## src/rtl/rcr_pkg.sv

```systemverilog
package rcr_pkg;
  localparam int unsigned BIT_LVD = 1;
  localparam int unsigned BIT_POR = 7;
  localparam int unsigned BIT_GIE = 7;

  localparam logic [7:0] OFS_VER    = 8'h00;
  localparam logic [7:0] OFS_PARAM  = 8'h04;
  localparam logic [7:0] OFS_LAST   = 8'h08;
  localparam logic [7:0] OFS_STICKY = 8'h18;
  localparam logic [7:0] OFS_IEN    = 8'h1C;

  localparam logic [31:0] STAT_MASK = 32'h0000_2FEE;
  localparam logic [31:0] IEN_MASK  = 32'h0000_2FEF;
  localparam logic [31:0] IRQ_SRC   = 32'h0000_2F6C;

  typedef enum logic {TMR_IDLE, TMR_RUN} tmr_state_e;
endpackage

```

## src/rtl/rcr_status.sv

```systemverilog
module rcr_status #(
  parameter int unsigned EVT_W = 14
) (
  input  logic             clk_i,
  input  logic             rst_ni,
  input  logic [EVT_W-1:0] evt_i,
  input  logic             clr_we_i,
  input  logic [EVT_W-1:0] clr_mask_i,
  output logic [EVT_W-1:0] last_o,
  output logic [EVT_W-1:0] sticky_o
);
  import rcr_pkg::*;

  localparam logic [EVT_W-1:0] POR_WORD =
    EVT_W'((32'd1 << BIT_LVD) | (32'd1 << BIT_POR));

  logic [EVT_W-1:0] last_q, sticky_q, sticky_clr;

  assign sticky_clr = clr_we_i ? (sticky_q & ~clr_mask_i) : sticky_q;

  always_ff @(posedge clk_i or negedge rst_ni) begin
    if (!rst_ni) begin
      last_q   <= '0;
      sticky_q <= '0;
    end else if (evt_i[BIT_POR]) begin
      last_q   <= POR_WORD;
      sticky_q <= POR_WORD;
    end else if (|evt_i) begin
      last_q   <= evt_i;
      sticky_q <= sticky_clr | evt_i;  // event wins over clear
    end else begin
      sticky_q <= sticky_clr;
    end
  end

  assign last_o   = last_q;
  assign sticky_o = sticky_q;
endmodule

```

## src/rtl/rcr_delay_timer.sv

```systemverilog
module rcr_delay_timer #(
  parameter int unsigned DLY0 = 10,
  parameter int unsigned DLY1 = 34,
  parameter int unsigned DLY2 = 130,
  parameter int unsigned DLY3 = 514,
  parameter int unsigned CNT_W = 10
) (
  input  logic       clk_i,
  input  logic       rst_ni,
  input  logic       start_i,
  input  logic [1:0] sel_i,
  input  logic       tick_i,
  output logic       irq_o,
  output logic       req_o
);
  import rcr_pkg::*;

  tmr_state_e       state_q;
  logic [CNT_W-1:0] cnt_q, load_val;
  logic             req_q;

  always_comb begin
    unique case (sel_i)
      2'b00:   load_val = CNT_W'(DLY0);
      2'b01:   load_val = CNT_W'(DLY1);
      2'b10:   load_val = CNT_W'(DLY2);
      default: load_val = CNT_W'(DLY3);
    endcase
  end

  always_ff @(posedge clk_i or negedge rst_ni) begin
    if (!rst_ni) begin
      state_q <= TMR_IDLE;
      cnt_q   <= '0;
      req_q   <= 1'b0;
    end else begin
      req_q <= 1'b0;
      unique case (state_q)
        TMR_IDLE: if (start_i) begin
          state_q <= TMR_RUN;
          cnt_q   <= load_val;
        end
        TMR_RUN: if (tick_i) begin  // start_i ignored while running
          if (cnt_q <= CNT_W'(1)) begin
            state_q <= TMR_IDLE;
            req_q   <= 1'b1;
          end else begin
            cnt_q <= cnt_q - CNT_W'(1);
          end
        end
        default: state_q <= TMR_IDLE;
      endcase
    end
  end

  assign irq_o = (state_q == TMR_RUN);
  assign req_o = req_q;
endmodule

```

## src/rtl/rcr_read_mux.sv

```systemverilog
module rcr_read_mux #(
  parameter int unsigned ADDR_W = 5,
  parameter int unsigned DATA_W = 32,
  parameter int unsigned EVT_W  = 14
) (
  input  logic [ADDR_W-1:0] addr_i,
  input  logic [DATA_W-1:0] ver_i,
  input  logic [DATA_W-1:0] param_i,
  input  logic [EVT_W-1:0]  last_i,
  input  logic [EVT_W-1:0]  sticky_i,
  input  logic [DATA_W-1:0] ien_i,
  output logic [DATA_W-1:0] rdata_o
);
  import rcr_pkg::*;

  localparam logic [ADDR_W-1:0] A_VER    = ADDR_W'(OFS_VER);
  localparam logic [ADDR_W-1:0] A_PARAM  = ADDR_W'(OFS_PARAM);
  localparam logic [ADDR_W-1:0] A_LAST   = ADDR_W'(OFS_LAST);
  localparam logic [ADDR_W-1:0] A_STICKY = ADDR_W'(OFS_STICKY);
  localparam logic [ADDR_W-1:0] A_IEN    = ADDR_W'(OFS_IEN);

  always_comb begin
    rdata_o = '0;
    unique case (addr_i)
      A_VER:    rdata_o = ver_i;
      A_PARAM:  rdata_o = param_i;
      A_LAST:   rdata_o = DATA_W'(last_i);
      A_STICKY: rdata_o = DATA_W'(sticky_i);
      A_IEN:    rdata_o = ien_i;
      default:  rdata_o = '0;
    endcase
  end
endmodule

```

## src/rtl/reset_cause_rec.sv

```systemverilog
module reset_cause_rec #(
  parameter int unsigned      ADDR_W      = 5,
  parameter int unsigned      DATA_W      = 32,
  parameter int unsigned      EVT_W       = 14,
  parameter logic [7:0]       VER_MAJOR   = 8'd1,
  parameter logic [7:0]       VER_MINOR   = 8'd0,
  parameter logic [15:0]      VER_FEATURE = 16'd11,
  parameter logic [EVT_W-1:0] IMPL_MASK   = 14'h2FEE,
  parameter int unsigned      DLY0        = 10,
  parameter int unsigned      DLY1        = 34,
  parameter int unsigned      DLY2        = 130,
  parameter int unsigned      DLY3        = 514
) (
  input  logic              clk_i,
  input  logic              rst_ni,
  input  logic [EVT_W-1:0]  evt_i,
  input  logic              lpo_tick_i,
  input  logic [ADDR_W-1:0] reg_addr_i,
  input  logic              reg_wr_i,
  input  logic [DATA_W-1:0] reg_wdata_i,
  output logic [DATA_W-1:0] reg_rdata_o,
  output logic              irq_o,
  output logic              rst_req_o
);
  import rcr_pkg::*;

  localparam int unsigned DLY_M01 = (DLY0 > DLY1) ? DLY0 : DLY1;
  localparam int unsigned DLY_M23 = (DLY2 > DLY3) ? DLY2 : DLY3;
  localparam int unsigned DLY_MAX = (DLY_M01 > DLY_M23) ? DLY_M01 : DLY_M23;
  localparam int unsigned CNT_W   = $clog2(DLY_MAX + 1);

  localparam logic [EVT_W-1:0]  VALID_MASK = IMPL_MASK & STAT_MASK[EVT_W-1:0];
  localparam logic [EVT_W-1:0]  SRC_MASK   = IRQ_SRC[EVT_W-1:0];
  localparam logic [DATA_W-1:0] VER_WORD   = DATA_W'({VER_MAJOR, VER_MINOR, VER_FEATURE});
  localparam logic [DATA_W-1:0] PARAM_WORD = DATA_W'(VALID_MASK);
  localparam logic [ADDR_W-1:0] A_STICKY   = ADDR_W'(OFS_STICKY);
  localparam logic [ADDR_W-1:0] A_IEN      = ADDR_W'(OFS_IEN);

  logic [EVT_W-1:0]  evt_m, last_w, sticky_w;
  logic [DATA_W-1:0] ien_q;
  logic              clr_we, ien_we, start;

  assign evt_m  = evt_i & VALID_MASK;
  assign clr_we = reg_wr_i && (reg_addr_i == A_STICKY);
  assign ien_we = reg_wr_i && (reg_addr_i == A_IEN);
  assign start  = ien_q[BIT_GIE] && |(evt_m & ien_q[EVT_W-1:0] & SRC_MASK);

  always_ff @(posedge clk_i or negedge rst_ni) begin
    if (!rst_ni)     ien_q <= '0;
    else if (ien_we) ien_q <= reg_wdata_i & DATA_W'(IEN_MASK);
  end

  rcr_status #(.EVT_W(EVT_W)) i_status (
    .clk_i      (clk_i),
    .rst_ni     (rst_ni),
    .evt_i      (evt_m),
    .clr_we_i   (clr_we),
    .clr_mask_i (reg_wdata_i[EVT_W-1:0]),
    .last_o     (last_w),
    .sticky_o   (sticky_w)
  );

  rcr_delay_timer #(
    .DLY0(DLY0), .DLY1(DLY1), .DLY2(DLY2), .DLY3(DLY3), .CNT_W(CNT_W)
  ) i_timer (
    .clk_i   (clk_i),
    .rst_ni  (rst_ni),
    .start_i (start),
    .sel_i   (ien_q[1:0]),
    .tick_i  (lpo_tick_i),
    .irq_o   (irq_o),
    .req_o   (rst_req_o)
  );

  rcr_read_mux #(.ADDR_W(ADDR_W), .DATA_W(DATA_W), .EVT_W(EVT_W)) i_rmux (
    .addr_i   (reg_addr_i),
    .ver_i    (VER_WORD),
    .param_i  (PARAM_WORD),
    .last_i   (last_w),
    .sticky_i (sticky_w),
    .ien_i    (ien_q),
    .rdata_o  (reg_rdata_o)
  );
endmodule

```

## config.mk

```make
export PLATFORM = sky130hd
export DESIGN_NAME = reset_cause_rec
export DESIGN_NICKNAME = d
export VERILOG_FILES = /design/src/rtl/rcr_pkg.sv /design/src/rtl/rcr_status.sv /design/src/rtl/rcr_delay_timer.sv /design/src/rtl/rcr_read_mux.sv /design/src/rtl/reset_cause_rec.sv
export SDC_FILE = /design/constraint.sdc
export NUM_CORES = 1
export LEC_CHECK = 0
export ABC_AREA = 1
export ABC_CLOCK_PERIOD_IN_PS = 2200
export BUFFER_PORTS_ARGS = -buffer_cell sky130_fd_sc_hd__clkbuf_2
export CORE_MARGIN = 1.5
export CORE_UTILIZATION = 55
export DETAILED_ROUTE_END_ITERATION = 12
export HOLD_SLACK_MARGIN = 0.15
export PLACE_DENSITY = 0.85
export SKIP_CTS_REPAIR_TIMING = 1
export SYNTH_ARGS = -nofsm -noshare
export SYNTH_HDL_FRONTEND = slang
export SYNTH_SLANG_ARGS = --single-unit
```

## constraint.sdc

```tcl
create_clock -name clk_i -period 2.2 [get_ports clk_i]
set_input_delay 0.44 -clock clk_i [delete_from_list [all_inputs] [get_ports clk_i]]
set_output_delay 0.44 -clock clk_i [all_outputs]
set_load 0.02 [all_outputs]
```

; After elaboration in Yosys (flattened, before gate mapping)
; Cells that the tools add are included.
[classes]
mux = 18
n_bitwise = 5
eq_ne = 9
magnitude_cmp = 1
reduce_logical = 9
addsub = 1
[op_table]
columns = operator, n
row1 = 25-bit one-hot mux with 5 select lines, 1
row2 = 14-bit 2-to-1 mux, 5
row3 = 10-bit 2-to-1 mux, 3
row4 = 10-bit one-hot mux with 3 select lines, 1
row5 = 14-bit AND, 2
row6 = 10-bit one-hot mux with 2 select lines, 1
row7 = 14-bit inverter, 1
row8 = 14-bit bitwise OR, 1
row9 = 11-bit OR reduction, 1
row10 = "5-bit == test, second input constant", 2
row11 = "10-bit by 1-bit <= comparator with 1-bit output, second input constant", 1
row12 = "10-bit by 1-bit subtractor with 10-bit output, second input constant", 1
row13 = 9-bit OR reduction, 1
row14 = 1-bit 2-to-1 mux, 6
row15 = "5-bit by 3-bit == test with 1-bit output, second input constant", 1
row16 = "5-bit by 4-bit == test with 1-bit output, second input constant", 1
row17 = 5-bit zero test, 1
row18 = "2-bit != test, second input constant", 2
row19 = 1-bit logical AND, 3
row20 = 3-bit AND reduction, 1
row21 = "2-bit by 1-bit == test with 1-bit output, second input constant", 1
row22 = "2-bit == test, second input constant", 1
row23 = 2-bit zero test, 1
row24 = "2-bit by 1-bit != test with 1-bit output, second input constant", 1
row25 = 3 further kinds, 3
[word_totals]
reg_bits = 52
in_bits = 55
word_cells = 49
out_inout_bits = 34

; Logic depth before layout (Yosys ltp)
[logic_depth]
ltp_word = 6
depth_mapped = 9
mapped_depth_nobuf = 9

; Hierarchy
; Synthesis repeated with hierarchy kept, for this count alone.
[hier_totals]
cells_unflattened = 547
hier_area_um2 = 3691.0
[modules_own_cells]
columns = mod, area_each_um2, cells_each, seq_area_each_um2, n_inst
row1 = rcr_status, 1154.9, 129, 700.7, 1
row2 = rcr_read_mux, 1127.3, 231, 0.0, 1
row3 = rcr_delay_timer, 800.8, 109, 300.3, 1
row4 = reset_cause_rec, 608.1, 78, 300.3, 1

; Worst setup path after synthesis
; No wires, ideal clock.
[synth_timing]
kind = input to output
startpoint = input reg_addr_i[1]
endpoint = output reg_rdata_o[12]
n_path_buf = 1
path_slack_ns = 0.434
t_arrival_ns = 1.326
cell_stages = 6
required_ns = 1.760
path_cell_list = nor2_4 -> nand3_2 -> nor2_4 -> buf_2 -> inv_1 -> nor2_1
[synth_between]
elab_chain_len = 2
word_cells_on_any_way = 6
classes_between = eq/ne (4) / mux (1) / reduce/logical (1)
[synth_lines]
columns = item, line
row1 = "start, declared", reset_cause_rec.sv:18  ; input logic [ADDR_W-1:0] reg_addr_i,
row2 = 5-bit == test (tied with other cells), rcr_read_mux.sv:24  ; unique case (addr_i)
row3 = 25-bit one-hot mux with 5 select lines *, rcr_read_mux.sv:24
row4 = "end, declared", reset_cause_rec.sv:21  ; output logic [DATA_W-1:0] reg_rdata_o,
; Mark *: on every way between the ends. The rest lies on a longest branch, timed or not.

; Final worst setup path
[layout_timing]
startpoint = input reg_addr_i[2]
endpoint = output reg_rdata_o[1]
; Same word-level chain as after synthesis.

==> results.toml <==
[clocking]
cts_tree = "yes"
root_buffer = "clkbuf_8"
clk_latency_ps = 310
clkSinkCount = 49
h-tree-depth = 2
clockBufferDepth = 2
clk_pin_slew_ps = 90
cts_buffers = 5

[timing]
fin_crit_sh = 0.902
whs_ps = 221
fin_crit_ps = 1980
final_max_slew_viol_count = 0
relSlewSlack = 0.583
setup_viol = 0
max_freq_mhz = 504
tns_ps = 0
worstMarginPinSlew_ps = 626
rsz0062_at_grt = "no"
skew_ps = 12.7
hold_violations = 0

[status]
outcome = "complete, no violations"

[global_routing]
grt.total_usage = 0.250
grt.overflow.total = 0
antenna_found_initial = 0
met1_usage = 0.299
grt_max_degree = 50
grt_pass1_vias = 2332
met2_usage = 0.453
grt-busiest-layer = "met2"
grt_pass1_wl_mm = 10.4
use_met3 = 0.0420

[setup_path]
critical_path.max_stage_delay_ps = 350
crit_top_cell = "clkbuf_2"
cp-end-kind = "primary output"
path_buf_inv = 3
crit_type = "in2out"
cpLargestDelayFamily = "simple AND/OR/NAND/NOR gates"
crit_fanout = 15
startpoint_type = "input port"
crit_chain = "clkbuf_2 -> inv_1 -> nand3_2 -> nor2_4 -> nand2_1 -> nand4_1 -> clkbuf_2"
crit_arrival_ps = 1540
crit_slowest_cell = "nor2_4"
crit_required_ps = 1760

[synth]
ys_warn_count = 0
ys_async_sr_fraction = 1.00
synth_cell_type_count = 31
synth_cells = 360
synth.avg_cell_area_um2 = 7.81
ys_seq_area_frac = 0.436
synth_area_um2 = 2810
synthFlopType = "dfrtp_1"
synth_edf_count = 0
ys_seq_elements = 49

[floorplan]
initial_core_util = 0.584
num_io_pins = 89
core_um2 = 4820
die_h_um = 74.5
die_w_um = 74.5
row_count = 25
die_area_um2 = 5550

[layout]
nFillCells = 425
antennaDiodeCount = 0
syn2layout_area_growth_pct = 11.9
layout-drive-gt1-share = 0.235
final_nets = 470

[placed_design]
finalWeightedCongestion = 0.886
hpwl_mm = 4.44
numPortBuffers = 50

[routing]
drt_iter0_drc = 66
routed_wl_mm = 6.18
ant_nets = 0
wire_per_inst_um = 12.9
drcViolationCount = 0
via_per_inst = 5.14
drt_pre_antenna_iters = 4
via_count = 2465

[pwr]
peakVddDrop_mv = 0.460
power_density_nw_per_um2 = 848
power_leakage_nw = 1.66

[job]
cap_viol_max_count = 0

[min_path]
holdCritPathClass = "in2async"
registers in the layout, indices dropped and copies added (netlist names):
| signal | flops |
|---|---|
| i_status.sticky_o | 14 |
| i_timer.irq_o | 1 |
| i_timer.req_o | 1 |
| ien_q | 12 |
| i_status.last_o | 11 |
| i_timer.cnt_q | 10 |
power by group:
group | switching [W] | internal (W)
registers | 0.000168 | 0.00104
clock network | 0.000305 | 0.000220
logic | 0.000593 | 0.000340
total | 0.00107 | 0.00160
synth_stat cells, types with 2 or more instances:
master / n / area share
xor2_1: 3 / 0.0093
nor2_2: 4 / 0.0089
inv_1: 41 / 0.055
o21ai_0: 14 / 0.025
a21oi_1: 19 / 0.034
nand4_1: 2 / 0.0044
a31oi_1: 2 / 0.0044
o21ai_2: 12 / 0.037
or2_2: 2 / 0.0044
nor2_4: 4 / 0.016
nand2_2: 2 / 0.0044
nor2_1: 18 / 0.024
nand2_1: 98 / 0.13
clkbuf_1: 2 / 0.0027
dfrtp_1: 49 / 0.44
ha_1: 2 / 0.0089
buf_2: 5 / 0.0089
buf_6: 4 / 0.016
nand3_2: 3 / 0.011
o21ai_1: 16 / 0.028
nand3_1: 31 / 0.055
buf_4: 18 / 0.048
cells by family (layout without fill, tap and decap cells):
| group | count (synthesis) | in the layout | synth area share |
|---|---|---|---|
| AO/OA/AOI/OAI | 64 | 64 | 0.136 |
| XOR/XNOR | 4 | 4 | 0.0125 |
| adder cells (fa/ha/maj) | 2 | 2 | 0.00890 |
| buffers and inverters | 71 | 108 | 0.132 |
| flip-flops | 49 | 49 | 0.436 |
| other | 1 | 17 | 0.00133 |
| AND/OR/NAND/NOR | 169 | 169 | 0.274 |
layer usage:
layer  vias to the layer above  part of all wire
met5                         -                 0
met4                         0             0.018
met3                        12             0.056
met2                        90              0.52
met1                      1147              0.41
li1                       1216                 -
worst paths after layout:
path,from,end,slack [ps],depth (start not counted)
hold / removal,rst_ni,i_timer.cnt_q[0],220,2
hold reg to reg,i_status.sticky_o[1],i_status.sticky_o[1],490,2
min in group clk_i,reg_wdata_i[12],i_status.sticky_o[12],300,2
max in group asynchronous,rst_ni,i_timer.cnt_q[5],1550,2
setup reg to reg,i_timer.cnt_q[0],i_timer.cnt_q[3],650,8
setup / recovery,reg_addr_i[2],reg_rdata_o[1],220,7
cells in the final DEF, fill, tap and decap left out, types with 12 or more instances in the layout:
cell type,synthesis,final
o21ai_0,14,14
clkbuf_2,0,50
a21oi_1,19,19
dfrtp_1,49,49
nand3_1,31,31
o21ai_2,12,12
nand2_1,98,98
inv_1,41,41
o21ai_1,16,16
nor2_1,18,18
conb_1,1,17
cell type report:
| cell class | count | area (um2) | area share |
|---|---|---|---|
| tap | 67 | 83.8 | 0.0266 |
| timing repair buffer | 59 | 318 | 0.101 |
| clock buffer | 5 | 68.8 | 0.0219 |
| clock inverter | 2 | 16.3 | 0.00517 |
| inverter | 42 | 158 | 0.0501 |
| sequential | 49 | 1230 | 0.390 |
| multi-input combinational | 256 | 1280 | 0.406 |
stage by stage:
step                instance area [um2]  total power (W)   util  setup WS [ps]  std cells
floorplan                          2870          0.00193      -            434        376
global placement                   3060          0.00211  0.636            255        473
detailed placement                 3060          0.00216  0.636            228        473
CTS                                3150          0.00268  0.653            227        480
global route                       3150          0.00287  0.653            152        480
finish                             3150          0.00267  0.653            215        480
Note: power is estimated with default switching activity, not from simulation.
